==> config.mk <==
export PLATFORM = sky130hd
export DESIGN_NAME = bus_cycle_ctrl
export DESIGN_NICKNAME = d
export VERILOG_FILES = /design/src/rtl/bcc_pkg.sv /design/src/rtl/bcc_seq.sv /design/src/rtl/bcc_drive.sv /design/src/rtl/bcc_demux.sv /design/src/rtl/bus_cycle_ctrl.sv
export SDC_FILE = /design/constraint.sdc
export NUM_CORES = 1
export LEC_CHECK = 0
export CORE_MARGIN = 8
export CORE_UTILIZATION = 35
export DETAILED_ROUTE_END_ITERATION = 16
export PLACE_DENSITY = 0.74
export SETUP_SLACK_MARGIN = 0.3
export SYNTH_ARGS = -nofsm -noshare
export SYNTH_HDL_FRONTEND = slang
export SYNTH_SLANG_ARGS = --single-unit
==> constraint.sdc <==
create_clock -name clk -period 1.7 [get_ports clk]
set_input_delay 0.34 -clock clk [delete_from_list [all_inputs] [get_ports clk]]
set_output_delay 0.34 -clock clk [all_outputs]
set_load 0.02 [all_outputs]
==> src/rtl/bcc_pkg.sv <==
package bcc_pkg;
  typedef enum logic [2:0] {
    ST_IDLE, ST_T1, ST_T2, ST_T3, ST_TW, ST_T4, ST_HOLD
  } bst_e;

  typedef struct packed {
    logic       wr;
    logic       io;
    logic       bhe;
    logic [1:0] seg;
    logic       ifl;
  } req_attr_t;
endpackage

==> src/rtl/bcc_seq.sv <==
module bcc_seq
  import bcc_pkg::*;
(
  input  logic clk,
  input  logic rst_n,
  input  logic req_valid,
  input  logic hold,
  input  logic ready,
  output bst_e state,
  output logic req_ready,
  output logic capture
);
  bst_e nxt;
  logic gap;

  assign gap       = (state == ST_IDLE) || (state == ST_T4);
  assign req_ready = gap && !hold;
  assign capture   = ((state == ST_T3) || (state == ST_TW)) && ready;

  always_comb begin
    nxt = state;
    unique case (state)
      ST_IDLE, ST_T4: begin
        if (hold)           nxt = ST_HOLD;
        else if (req_valid) nxt = ST_T1;
        else                nxt = ST_IDLE;
      end
      ST_T1:         nxt = ST_T2;
      ST_T2:         nxt = ST_T3;
      ST_T3, ST_TW:  nxt = ready ? ST_T4 : ST_TW;
      ST_HOLD:       nxt = hold ? ST_HOLD : ST_IDLE;
      default:       nxt = ST_IDLE;
    endcase
  end

  always_ff @(posedge clk or negedge rst_n) begin
    if (!rst_n) state <= ST_IDLE;
    else        state <= nxt;
  end


  wait_insert_chk: assert property (@(posedge clk) disable iff (!rst_n)
    ((state == ST_T3 || state == ST_TW) && !ready) |=> (state == ST_TW));


  hold_grant_chk: assert property (@(posedge clk) disable iff (!rst_n)
    (gap && hold) |=> (state == ST_HOLD));


  hold_wait_chk: assert property (@(posedge clk) disable iff (!rst_n)
    (state == ST_T2 && hold) |=> (state == ST_T3));
endmodule

==> src/rtl/bcc_drive.sv <==
module bcc_drive
  import bcc_pkg::*;
#(
  parameter int AW = 20,
  parameter int DW = 16,
  localparam int HW = AW - DW
) (
  input  bst_e            state,
  input  logic [AW-1:0]   addr,
  input  logic [DW-1:0]   wdata,
  input  req_attr_t       attr,
  output logic [DW-1:0]   ad_o,
  output logic            ad_oe,
  output logic [HW-1:0]   ahi_o,
  output logic            bhe_n,
  output logic            ale,
  output logic            rd_n,
  output logic            wr_n,
  output logic            mio,
  output logic            dtr,
  output logic            den_n,
  output logic            ctl_oe
);
  logic [HW-1:0] status;
  logic          data_ph;

  assign status  = HW'({1'b0, attr.ifl, attr.seg});
  assign data_ph = (state == ST_T2) || (state == ST_T3) || (state == ST_TW);

  always_comb begin
    ad_o   = '0;
    ad_oe  = 1'b0;
    ahi_o  = '0;
    bhe_n  = 1'b1;
    ale    = 1'b0;
    rd_n   = 1'b1;
    wr_n   = 1'b1;
    mio    = !attr.io;
    dtr    = attr.wr;
    den_n  = 1'b1;
    ctl_oe = (state != ST_HOLD);
    unique case (state)
      ST_T1: begin
        ale   = 1'b1;
        ad_oe = 1'b1;
        ad_o  = addr[DW-1:0];
        ahi_o = addr[AW-1:DW];
        bhe_n = !attr.bhe;
      end
      ST_T2, ST_T3, ST_TW, ST_T4: begin
        ahi_o = status;
        if (data_ph) begin
          den_n = 1'b0;
          if (attr.wr) begin
            ad_oe = 1'b1;
            ad_o  = wdata;
            wr_n  = 1'b0;
          end else begin
            rd_n  = 1'b0;
          end
        end
      end
      default: begin
        mio = 1'b1;
        dtr = 1'b0;
      end
    endcase
  end
endmodule

==> src/rtl/bcc_demux.sv <==
module bcc_demux #(
  parameter int AW = 20,
  parameter int DW = 16,
  localparam int HW = AW - DW
) (
  input  logic          clk,
  input  logic          rst_n,
  input  logic          ale,
  input  logic [DW-1:0] ad_o,
  input  logic [HW-1:0] ahi_o,
  output logic [AW-1:0] lat_addr
);
  always_ff @(posedge clk or negedge rst_n) begin
    if (!rst_n)   lat_addr <= '0;
    else if (ale) lat_addr <= {ahi_o, ad_o};
  end


  lat_hold_chk: assert property (@(posedge clk) disable iff (!rst_n)
    !ale |=> $stable(lat_addr));
endmodule

==> src/rtl/bus_cycle_ctrl.sv <==
module bus_cycle_ctrl
  import bcc_pkg::*;
#(
  parameter int AW = 20,
  parameter int DW = 16,
  localparam int HW = AW - DW
) (
  input  logic          clk,
  input  logic          rst_n,
  input  logic          req_valid,
  output logic          req_ready,
  input  logic          req_write,
  input  logic          req_io,
  input  logic          req_bhe,
  input  logic [AW-1:0] req_addr,
  input  logic [DW-1:0] req_wdata,
  input  logic [1:0]    req_seg,
  input  logic          req_ifl,
  output logic          rsp_valid,
  output logic [DW-1:0] rsp_rdata,
  output logic [DW-1:0] ad_o,
  input  logic [DW-1:0] ad_i,
  output logic          ad_oe,
  output logic [HW-1:0] ahi_o,
  output logic          bhe_n,
  output logic          ale,
  output logic          rd_n,
  output logic          wr_n,
  output logic          mio,
  output logic          dtr,
  output logic          den_n,
  output logic          ctl_oe,
  input  logic          ready,
  input  logic          hold,
  output logic          hlda,
  output logic [AW-1:0] lat_addr
);
  bst_e          state;
  logic          capture;
  logic          accept;
  logic [AW-1:0] addr_q;
  logic [DW-1:0] wdata_q;
  req_attr_t     attr_q;

  assign accept    = req_valid && req_ready;
  assign rsp_valid = (state == ST_T4);
  assign hlda      = (state == ST_HOLD);

  always_ff @(posedge clk or negedge rst_n) begin
    if (!rst_n) begin
      addr_q    <= '0;
      wdata_q   <= '0;
      attr_q    <= '0;
      rsp_rdata <= '0;
    end else begin
      if (accept) begin
        addr_q  <= req_addr;
        wdata_q <= req_wdata;
        attr_q  <= '{wr: req_write, io: req_io, bhe: req_bhe,
                     seg: req_seg, ifl: req_ifl};
      end
      if (capture && !attr_q.wr) rsp_rdata <= ad_i;
    end
  end

  bcc_seq u_seq (
    .clk(clk), .rst_n(rst_n), .req_valid(req_valid), .hold(hold),
    .ready(ready), .state(state), .req_ready(req_ready), .capture(capture)
  );

  bcc_drive #(.AW(AW), .DW(DW)) u_drive (
    .state(state), .addr(addr_q), .wdata(wdata_q), .attr(attr_q),
    .ad_o(ad_o), .ad_oe(ad_oe), .ahi_o(ahi_o), .bhe_n(bhe_n), .ale(ale),
    .rd_n(rd_n), .wr_n(wr_n), .mio(mio), .dtr(dtr), .den_n(den_n),
    .ctl_oe(ctl_oe)
  );

  bcc_demux #(.AW(AW), .DW(DW)) u_demux (
    .clk(clk), .rst_n(rst_n), .ale(ale), .ad_o(ad_o), .ahi_o(ahi_o),
    .lat_addr(lat_addr)
  );


  no_dual_strobe_chk: assert property (@(posedge clk) disable iff (!rst_n)
    !(!rd_n && !wr_n));


  hold_quiet_chk: assert property (@(posedge clk) disable iff (!rst_n)
    hlda |-> (rd_n && wr_n && !ad_oe && !ctl_oe && !ale));


  ale_phase_chk: assert property (@(posedge clk) disable iff (!rst_n)
    ale |-> (rd_n && wr_n && ad_oe && ctl_oe));


  accept_start_chk: assert property (@(posedge clk) disable iff (!rst_n)
    (req_valid && req_ready) |=> ale);


  rsp_pulse_chk: assert property (@(posedge clk) disable iff (!rst_n)
    rsp_valid |=> !rsp_valid);
endmodule

==> out/metrics.yaml, run 1 <==
global_routing:
  gr-usage-met1: 0.179
  antenna_found_initial: 0
  grt_max_degree: 82
  grt_pass1_wl_um: 18600
  overflow: 0
  use_met3: 0.0557
  grt-busiest-layer: "met2"
  met2_usage: 0.293
  groute.usage.overall: 0.164
  grt_pass1_vias: 3442
timing:
  finalCritPeriodShare: 1.33
  tightest_slew_ns: 0.435
  fin_ws_ns: -0.556
  slew_headroom: 0.710
  finalHoldViolations: 0
  finalClockSkew_ns: 0.00751
  min_period_ns: 2.26
  setup_viol: 107
  max_freq_mhz: 443
  drv_slew: 0
  rsz0062_at_grt: "true"
logic_synthesis:
  synthCells: 275
  synth_most_common_cell: "dfrtp_1"
  synthTopCellsByArea: "dfrtp_1 (54%), mux2_4 (16%), mux2_2 (5.7%)"
  synth_seq_cells: 81
  synthArstFlopShare: 1.00
  yosysTopAreaCell: "dfrtp_1"
  synth_area_um2: 3740
  synth_top_area_frac: 0.542
  yosysWarningCount: 0
  synth_edf_count: 0
  synth_cell_types: 35
  synth.yosys.seq_area_share: 0.542
  synth_ff_type: "dfrtp_1"
  postSynthAreaPerCell_um2: 13.6
  syn_nets: 339
  synth_common_cells: "dfrtp_1 (81), mux2_4 (39), nand2_1 (27), mux2_2 (19)"
cts:
  cts.sinks: 81
  cts_tree: "yes"
  insertion_delay_ns: 0.35
  htreeDepth: 3
  path_clk_slew_ns: 0.09
  cts_root_buf: "clkbuf_8"
  cts_buffer_depth: 2
  numCtsBuffers: 9
pwr:
  power.leakage_nw: 3.19
  switching_share: 0.379
  ir_drop_v: 0.00144
  p_switching_mw: 5.02
  combinationalPowerShare: 0.608
  p_int_mw: 8.23
  power.total_mw: 13.3
  seqPwrFrac: 0.282
  p_clk_frac: 0.110
  powerDensity_nw_per_um2: 2000
die:
  dieHeight_um: 119
  dieArea_um2: 14200
  fp-row-count: 37
  start_util: 0.361
  core_um2: 10400
  boundaryPins: 131
  fp.dieW_um: 119
detailed_routing:
  routed_wl_um: 11900
  drt.antenna.violating_nets: 0
  via_per_inst: 4.85
  drtIter0Drc: 96
  drcViolationCount: 0
  dr.pass1.iters: 4
  vias: 2933
  wl_per_cell_um: 19.7
critical_path:
  r2r_cells: 7
  crit_fanout: 6
  cp.arrival_ns: 1.92
  crit_required_ns: 1.36
  start_kind: "register"
  endpoint_kind: "output port"
  critPathKind: "register to output port"
  critPathLaunch: "u_seq.state[2]$_DFF_PN0_"
  worst_r2r_startpoint: "u_seq.state[2]$_DFF_PN0_"
placed_design:
  globalplace.congestion: 0.744
  port_buffers: 130
  hpwl_um: 7430
final_layout:
  postLayoutCoreUtil: 0.638
  drive_gt1_frac: 0.588
  insertedDiodeCount: 0
  final_nets: 528
  syn_to_final_growth_pct: 77.0
flow_run:
  cap_violations: 0
status:
  status: "finished with violations"
  violations: "negative setup slack"
worst_hold_path:
  hold_path.class: "input pin to asynchronous set/reset pin"
## state kept, by name, indices dropped and copies added, names as in the netlist
register          cells
u_seq.state           3
attr_q                6
rsp_rdata            16
addr_q               20
wdata_q              16
u_demux.lat_addr     20
## cell families (layout without fill, tap and decap cells)
logic type	after synthesis	in the layout	share of synthesized area
buffers and inverters	26	220	0.0519
multiplexers	74	74	0.257
AO/OA/AOI/OAI	47	47	0.0853
flip-flops	81	81	0.542
adder cells (fa/ha/maj)	2	2	0.00602
XOR/XNOR	1	1	0.00234
AND/OR/NAND/NOR	44	44	0.0559
## worst max-delay path, stage by stage, from the launching register on
cell and delay (ns):
dfrtp_1 0.42, inv_2 0.07, ha_4 0.26, nor2b_2 0.04
o21a_4 0.14, buf_6 0.13, buf_16 0.14, a22o_4 0.24
buf_6 0.13
## cell type report
| class | count | area (µm²) |
|---|---|---|
| sequential | 81 | 2030 |
| clock buffer | 10 | 138 |
| clock inverter | 6 | 66.3 |
| fill | 785 | 3750 |
| tap | 136 | 170 |
| multi-input combinational | 168 | 1960 |
| inverter | 7 | 41.3 |
| timing repair buffer | 197 | 2210 |
## power groups by stage
stage	combinational [mW]	sequential [mW]	clock, mW
3_3_place_gp	6.49	3.67	0
2_1_floorplan	3.60	4.10	0
6_report	8.06	3.74	1.45
4_1_cts	7.80	3.73	1.50
3_5_place_dp	6.60	3.74	0
5_1_grt	8.51	3.87	1.59
## layout by cell type, fill, tap and decap left out, types with 3 or more instances in the layout
cell type,instances
clkbuf_2,16
buf_12,11
clkdlybuf4s15_2,17
nand2_4,3
inv_2,3
buf_16,8
nand2_1,19
buf_8,5
buf_4,24
clkbuf_8,10
nor2b_1,3
o21ai_1,6
clkinvlp_4,3
buf_6,50
clkdlybuf4s50_1,61
a21o_4,3
mux2_4,55
dfrtp_1,80
a22o_4,16
mux2i_1,13
nand2_2,4
o21ai_2,14
mux2_2,3
## metrics by stage
step                      instance area, µm²  setup WS (ns)  TNS, ns  hold slack (ns)  std cells
after floorplan                         4080         -0.114    -7.55           0.0444        275
after CTS                               6500         -0.571   -27.52           0.0130        597
after global placement                  5630         -0.558   -28.60            0.402        554
after detailed placement                5630         -0.585   -30.29            0.403        554
final                                   6620         -0.556   -36.88           0.0145        605
after global routing                    6620         -0.610   -41.94           0.0140        605
## path summary, 6_finish.rpt
path,end,slack [ns]
min,wdata_q[12]$_DFFE_PN0P_,0.01
max,ad_o[6],-0.56
min in group clk,u_demux.lat_addr[1]$_DFFE_PN0N_,0.51
max in group asynchronous,u_seq.state[1]$_DFF_PN0_,1.34
min reg2reg,u_demux.lat_addr[1]$_DFFE_PN0N_,0.51
max reg2reg,addr_q[12]$_DFFE_PN0P_,-0.51
## per-layer routing
metal,part of all wire,wire [µm]
met5,0,0
met4,0.013,154
met3,0.068,809
met2,0.52,6190
met1,0.40,4740
## timing repair
item / 4_1_cts / 5_1_grt
pin swaps: 23 / 7
endpoints found under the setup margin: 147 / 129
buffers inserted: 20 / 6
gates resized for setup: 357 / 47
hold buffers: 0 / 0
gates cloned: 7 / 2
(Power assumes the default switching activity.)
==> run 2, diff against run 1 <==
CORE_ASPECT_RATIO = 0.75   (was default)
SLEW_MARGIN = 20   (was default)
==> run 2 against run 1 <==
  * The flow still finishes with violations (negative setup slack)
  * Critical path depth fell by 1
  * Global-route usage increased by 0.66 points
  * Worst setup slack improved by 0.10 ns
  * Register-to-register slack improved by 0.06 ns
  * Critical endpoint is now ad_o[8]
  * Die area grew 0.24%
  * Via count rose by 0.72%
  * Sequential share of layout area is 0.13 points higher
  * Largest power group unchanged
  * Fmax increased by 4.7%
  * Flip-flop and latch count did not move
  * Power is 0.52% higher
  * First-iteration DRC count is 18% higher
  * Clock-buffer cell count fell by 1
==> out/metrics.yaml, run 2 (synthesized netlist as in run 1, its figures left out) <==
detailed_routing:
  drt.antenna.violating_nets: 0  # unchanged
  routed_wl_um: 12000  # was 11900 µm
  vias: 2954  # was 2933
  via_per_inst: 4.83  # was 4.85
  drcViolationCount: 0  # unchanged
  drtIter0Drc: 113  # was 96
  wl_per_cell_um: 19.7  # about the same
  dr.pass1.iters: 4  # unchanged
final_layout:
  reg_top3: "addr_q x20, u_demux.lat_addr x20"  # unchanged
  final_nets: 534  # was 528
  syn_to_final_growth_pct: 76.2  # was 77.0%
  fin_area_um2: 6590  # was 6620 µm²
  layout_commonest_cell: "dfrtp_1"  # unchanged
  layout.cells.non_filler: 611  # was 605
  final_cell_mix: "dfrtp_1 (80), clkdlybuf4s50_1 (61), mux2_4 (55)"  # unchanged
  drive_gt1_frac: 0.516  # was 0.588
  insertedDiodeCount: 0  # unchanged
timing:
  setup_viol: 109  # was 107
  finalHoldViolations: 0  # unchanged
  fin_ws_ns: -0.456  # was -0.556 ns
  min_period_ns: 2.16  # was 2.26 ns
  slew_headroom: 0.788  # was 0.710
  tightest_slew_ns: 0.318  # was 0.435 ns
  finalCritPeriodShare: 1.27  # was 1.33
  tns_ns: -33.76  # was -36.88 ns
  finalClockSkew_ns: 0.00384  # was 0.00751 ns
  hold_ws_ns: 0.409  # was 0.0145 ns
  rsz0062_at_grt: "true"  # unchanged
  drv_slew: 0  # unchanged
  max_freq_mhz: 464  # was 443 MHz
die:
  fp-row-count: 32  # was 37
  dieHeight_um: 106  # was 119 µm
  core_um2: 10300  # was 10400 µm²
  start_util: 0.362  # was 0.361
  boundaryPins: 131  # unchanged
  dieArea_um2: 14300  # was 14200 µm²
  fp.dieW_um: 135  # was 119 µm
flow_run:
  cap_violations: 0  # unchanged
cts:
  cts.sinks: 81  # unchanged
  insertion_delay_ns: 0.33  # was 0.35 ns
  cts_root_buf: "clkbuf_16"  # was clkbuf_8
  cts_tree: "yes"  # unchanged
  numCtsBuffers: 9  # unchanged
  path_clk_slew_ns: 0.06  # was 0.09 ns
  htreeDepth: 3  # unchanged
  cts_buffer_depth: 2  # unchanged
placed_design:
  port_buffers: 130  # unchanged
  hpwl_um: 7940  # was 7430 µm
  place_inst: 554  # unchanged
  post_dp_cell_area_um2: 5570  # was 5630 µm²
  globalplace.congestion: 0.793  # was 0.744
critical_path:
  cpMaxStageDelayCell: "dfrtp_1"  # unchanged
  crit_required_ns: 1.36  # about the same
  rrSetupSlack_ns: -0.45  # was -0.51 ns
  critPathMaxStageDelay_ns: 0.40  # was 0.42 ns
  path_cells: "inv_2 > ha_4 > nor2b_1 > o21a_2 > buf_8 > a22o_4 > buf_6"  # was inv_2 > ha_4 > nor2b_2 > o21a_4 > buf_6 > buf_16 > a22o_4 > buf_6
  critPathBufInv: 3  # was 4
  worst_r2r_startpoint: "u_seq.state[2]$_DFF_PN0_"  # unchanged
  critPathTopFamily: "compound AO/OA/AOI/OAI gates"  # was buffers and inverters
  critPathKind: "register to output port"  # unchanged
  critPathLaunch: "u_seq.state[2]$_DFF_PN0_"  # unchanged
  crit_fanout: 8  # was 6
  start_kind: "register"  # unchanged
  cp.arrival_ns: 1.82  # was 1.92 ns
  endpoint_kind: "output port"  # unchanged
global_routing:
  grt_pass1_wl_um: 18800  # was 18600 µm
  grt_pass1_vias: 3407  # was 3442
  antenna_found_initial: 0  # unchanged
  grt_max_degree: 44  # was 82
  overflow: 0  # unchanged
  groute.usage.overall: 0.170  # was 0.164
pwr:
  ir_drop_v: 0.00122  # was 0.00144 V
  powerDensity_nw_per_um2: 2020  # was 2000 nW/µm²
  power.total_mw: 13.3  # about the same
  power.leakage_nw: 3.22  # was 3.19 nW
status:
  violations: "negative setup slack"  # unchanged
  status: "finished with violations"  # unchanged
worst_hold_path:
  hold_path.class: "input pin to asynchronous set/reset pin"  # unchanged
==> run 2: repair_timing <==
action / 4_1_cts / 5_1_grt
gates cloned: 8 / 1
hold buffers: 1 / 0
endpoints found under the setup margin: 147 / 139
pin swaps: 7 / 8
resized for setup: 279 / 84
setup buffers: 20 / 11
hold endpoints to repair: 16 / 0
==> run 2: final cells by class <==
class	instances	area [µm²]
clock buffers	9	225
fillers	786	3740
multi-input cells	168	1890
well taps	136	170
repair inverters	1	11.3
flip-flops and latches	81	2030
inverters	7	41.3
repair buffers	202	2170
clock inverters	7	47.5
==> run 2: per-stage QoR <==
step / setup WS, ns / util
floorplan: -0.114 / -
global placement: -0.624 / 0.539
detailed placement: -0.639 / 0.539
CTS: -0.448 / 0.615
global route: -0.527 / 0.638
finish: -0.456 / 0.638
==> run 2: worst register-to-register path: stages (launching register included) <==
cell     delay [ns]
dfrtp_1        0.41
buf_4          0.17
xor2_1         0.18
or4b_4         0.65
buf_12         0.18
buf_16         0.15
mux2_4         0.30
==> run 2: final timing paths <==
check                                                    to  cells past startpoint
max                                                 ad_o[8]                      7
min                               rsp_rdata[15]$_DFFE_PN0P_                      2
max reg2reg                         wdata_q[14]$_DFFE_PN0P_                      6
min reg2reg                u_demux.lat_addr[16]$_DFFE_PN0N_                      2
max in group asynchronous   u_demux.lat_addr[5]$_DFFE_PN0N_                      3
min in group clk           u_demux.lat_addr[16]$_DFFE_PN0N_                      2
==> run 2: metal layers <==
| layer | up-vias | routed length, µm | share of wire | GRT usage |
|---|---|---|---|---|
| li1 | 1367 | - | - | - |
| met1 | 1482 | 5020 | 0.42 | 0.203 |
| met2 | 95 | 5880 | 0.49 | 0.274 |
| met3 | 10 | 1000 | 0.083 | 0.0735 |
| met4 | 0 | 132 | 0.011 | 0.0498 |
| met5 | - | 0 | 0 | 0 |
==> run 2: report_power, final <==
group	internal [mW]	switching, mW
combinational	4.40	3.40
clock	0.982	0.790
sequential	2.92	0.825
==> run 3, diff against run 2 <==
CORE_UTILIZATION = 41   (was 35)
PLACE_DENSITY = 0.84   (was 0.74)
==> run 3 against run 2 <==
  * The run still ends with negative setup slack left
  * Sequential power hardly changed
  * First-iteration DRC count grew 14%
  * Power increased by 2.4%
  * Wire length is 2.5% lower
  * Combinational power rose by 3.1%
  * Clock-buffer cell count rose by 2
  * Final cell count decreased by 4.4%
  * Final area rose by 0.51%
  * Critical path type unchanged
  * Largest cell class unchanged
  * Largest power group unchanged
  * Highest routed layer unchanged
==> out/metrics.yaml, run 3 (synthesized netlist as in run 1, its figures left out) <==
detailed_routing:
  routed-wl-met2_um: 5730  # was 5880 µm
  via_per_inst: 5.03  # was 4.83
  met1_length_um: 5010  # was 5020 µm
  drcViolationCount: 0  # unchanged
  dr.pass1.iters: 4  # unchanged
  routed_wl_um: 11700  # was 12000 µm
  drt.antenna.violating_nets: 0  # unchanged
  top_layer_used: "met4"  # unchanged
  wl_per_cell_um: 20.1  # was 19.7 µm
  dr_wl_met3_um: 913  # was 1000 µm
  vias: 2937  # was 2954
  drtIter0Drc: 129  # was 113
placed_design:
  pre_cts_slack_ns: -0.602  # was -0.639 ns
  port_buffers: 130  # unchanged
  hpwl_um: 7430  # was 7940 µm
  post_dp_cell_area_um2: 5600  # was 5570 µm²
  globalplace.congestion: 0.786  # was 0.793
final_layout:
  layout_commonest_cell: "dfrtp_1"  # unchanged
  insertedDiodeCount: 0  # unchanged
  fillers: 568  # was 786
  final_cell_mix: "dfrtp_1 (80), clkdlybuf4s50_1 (61), buf_6 (56)"  # was dfrtp_1 (80), clkdlybuf4s50_1 (61), mux2_4 (55)
  final_nets: 531  # was 534
  area.sequential_um2: 2030  # unchanged
  reg_top3: "addr_q x20, u_demux.lat_addr x20"  # unchanged
  drive_gt1_frac: 0.489  # was 0.516
  multi_input_area_um2: 1900  # was 1890 µm²
  fin_area_um2: 6620  # was 6590 µm²
  syn_to_final_growth_pct: 77.1  # was 76.2%
worst_hold_path:
  hold_path.class: "input pin to asynchronous set/reset pin"  # unchanged
global_routing:
  antenna_found_initial: 0  # unchanged
  overflow: 0  # unchanged
  groute.usage.overall: 0.181  # was 0.170
  grt_pass1_wl_um: 18000  # was 18800 µm
  grt_pass1_vias: 3258  # was 3407
  grt_max_degree: 34  # was 44
timing:
  max_freq_mhz: 435  # was 464 MHz
  drv_slew: 0  # unchanged
  hold_ws_ns: 0.490  # was 0.409 ns
  tightest_slew_ns: 0.393  # was 0.318 ns
  fin_ws_ns: -0.599  # was -0.456 ns
  finalCritPeriodShare: 1.35  # was 1.27
  rsz0062_at_grt: "true"  # unchanged
  setup_viol: 108  # was 109
  min_period_ns: 2.30  # was 2.16 ns
  finalClockSkew_ns: 0.00636  # was 0.00384 ns
  slew_headroom: 0.738  # was 0.788
  finalHoldViolations: 0  # unchanged
status:
  status: "finished with violations"  # unchanged
  violations: "negative setup slack"  # unchanged
die:
  boundaryPins: 131  # unchanged
  dieArea_um2: 12500  # was 14300 µm²
  fp.dieW_um: 126  # was 135 µm
  start_util: 0.417  # was 0.362
  dieHeight_um: 98.7  # was 106 µm
  fp-row-count: 30  # was 32
  core_um2: 8970  # was 10300 µm²
critical_path:
  start_kind: "register"  # unchanged
  cpMaxStageDelayCell: "dfrtp_1"  # unchanged
  crit_fanout: 5  # was 8
  critPathTopFamily: "buffers and inverters"  # was compound AO/OA/AOI/OAI gates
  critPathBufInv: 4  # was 3
  critPathKind: "register to output port"  # unchanged
  endpoint_kind: "output port"  # unchanged
  critPathMaxStageDelay_ns: 0.41  # was 0.40 ns
  crit_required_ns: 1.36  # about the same
  cp.arrival_ns: 1.96  # was 1.82 ns
  path_cells: "inv_2 > ha_4 > nor2b_4 > o21a_4 > buf_4 > buf_12 > a22o_4 > buf_6"  # was inv_2 > ha_4 > nor2b_1 > o21a_2 > buf_8 > a22o_4 > buf_6
cts:
  path_clk_slew_ns: 0.06  # about the same
  insertion_delay_ns: 0.33  # about the same
  cts.sinks: 81  # unchanged
  htreeDepth: 3  # unchanged
  cts_tree: "yes"  # unchanged
  cts_root_buf: "clkbuf_16"  # unchanged
  cts_buffer_depth: 2  # unchanged
  numCtsBuffers: 9  # unchanged
flow_run:
  cap_violations: 0  # unchanged
pwr:
  power.total_mw: 13.6  # was 13.3 mW
  powerDensity_nw_per_um2: 2060  # was 2020 nW/µm²
  ir_drop_v: 0.00134  # was 0.00122 V
  power.leakage_nw: 3.22  # about the same
==> run 3: changes by cell type in the layout (fill, tap and decap cells not counted), moves of 7 or more <==
cell / previous run / this run
buf_6: 48 / 56
clkdlybuf4s15_1: 20 / 27
buf_4: 33 / 23
clkbuf_2: 14 / 5
==> run 3: layer usage <==
layer  GRT usage  vias to the layer above
met5           0                        -
met4      0.0341                        0
met3      0.0804                        9
met2       0.296                       94
met1       0.217                     1478
li1            -                     1356
==> run 3: power breakdown <==
part	total [mW]	internal (mW)	switching, mW
Clock	1.84	1.06	0.779
Sequential	3.76	2.92	0.840
Combinational	8.05	4.64	3.41
==> run 3: layout make-up <==
cell class,instances,share of cell area
multi-input combinational,168,0.286
clock buffer,11,0.0382
timing repair buffer,200,0.337
tap,112,0.0212
sequential,81,0.306
clock inverter,5,0.00453
inverter,7,0.00623
==> run 3: repair_timing <==
item / in CTS / in global routing
hold buffers: 1 / 0
gates cloned: 4 / 2
hold endpoints to repair: 28 / 0
setup buffers: 22 / 10
setup endpoints to repair: 146 / 139
pin swaps: 11 / 5
resized for setup: 299 / 49
==> run 3: worst reg2reg max path: cells and delay by family, from the launching register on <==
kind                      cells  cell delay [ns]
and+or+nand+nor               1             0.58
xor gates and xnor gates      1             0.17
muxes                         1             0.32
buffers and inverters         5             0.67
DFF                           1             0.42
==> run 3: stage by stage <==
step / util / std cells / setup TNS [ns]
after detailed placement: 0.624 / 529 / -33.39
after global routing: 0.738 / 584 / -56.11
after floorplan: - / 275 / -7.55
after global placement: 0.624 / 529 / -31.31
after CTS: 0.714 / 572 / -44.13
final: 0.738 / 584 / -51.02
==> run 3: worst paths after layout <==
check | startpoint | end | slack [ns] | cells past startpoint
min in group clk | attr_q[2]$_DFFE_PN0P_ | attr_q[2]$_DFFE_PN0P_ | 0.50 | 1
hold reg to reg | attr_q[2]$_DFFE_PN0P_ | attr_q[2]$_DFFE_PN0P_ | 0.50 | 1
setup / recovery | u_seq.state[2]$_DFF_PN0_ | ad_o[2] | -0.60 | 8
hold / removal | rst_n | addr_q[11]$_DFFE_PN0P_ | 0.49 | 2
max in group asynchronous | rst_n | rsp_rdata[9]$_DFFE_PN0P_ | 0.61 | 3
setup reg to reg | u_seq.state[2]$_DFF_PN0_ | addr_q[6]$_DFFE_PN0P_ | -0.58 | 8
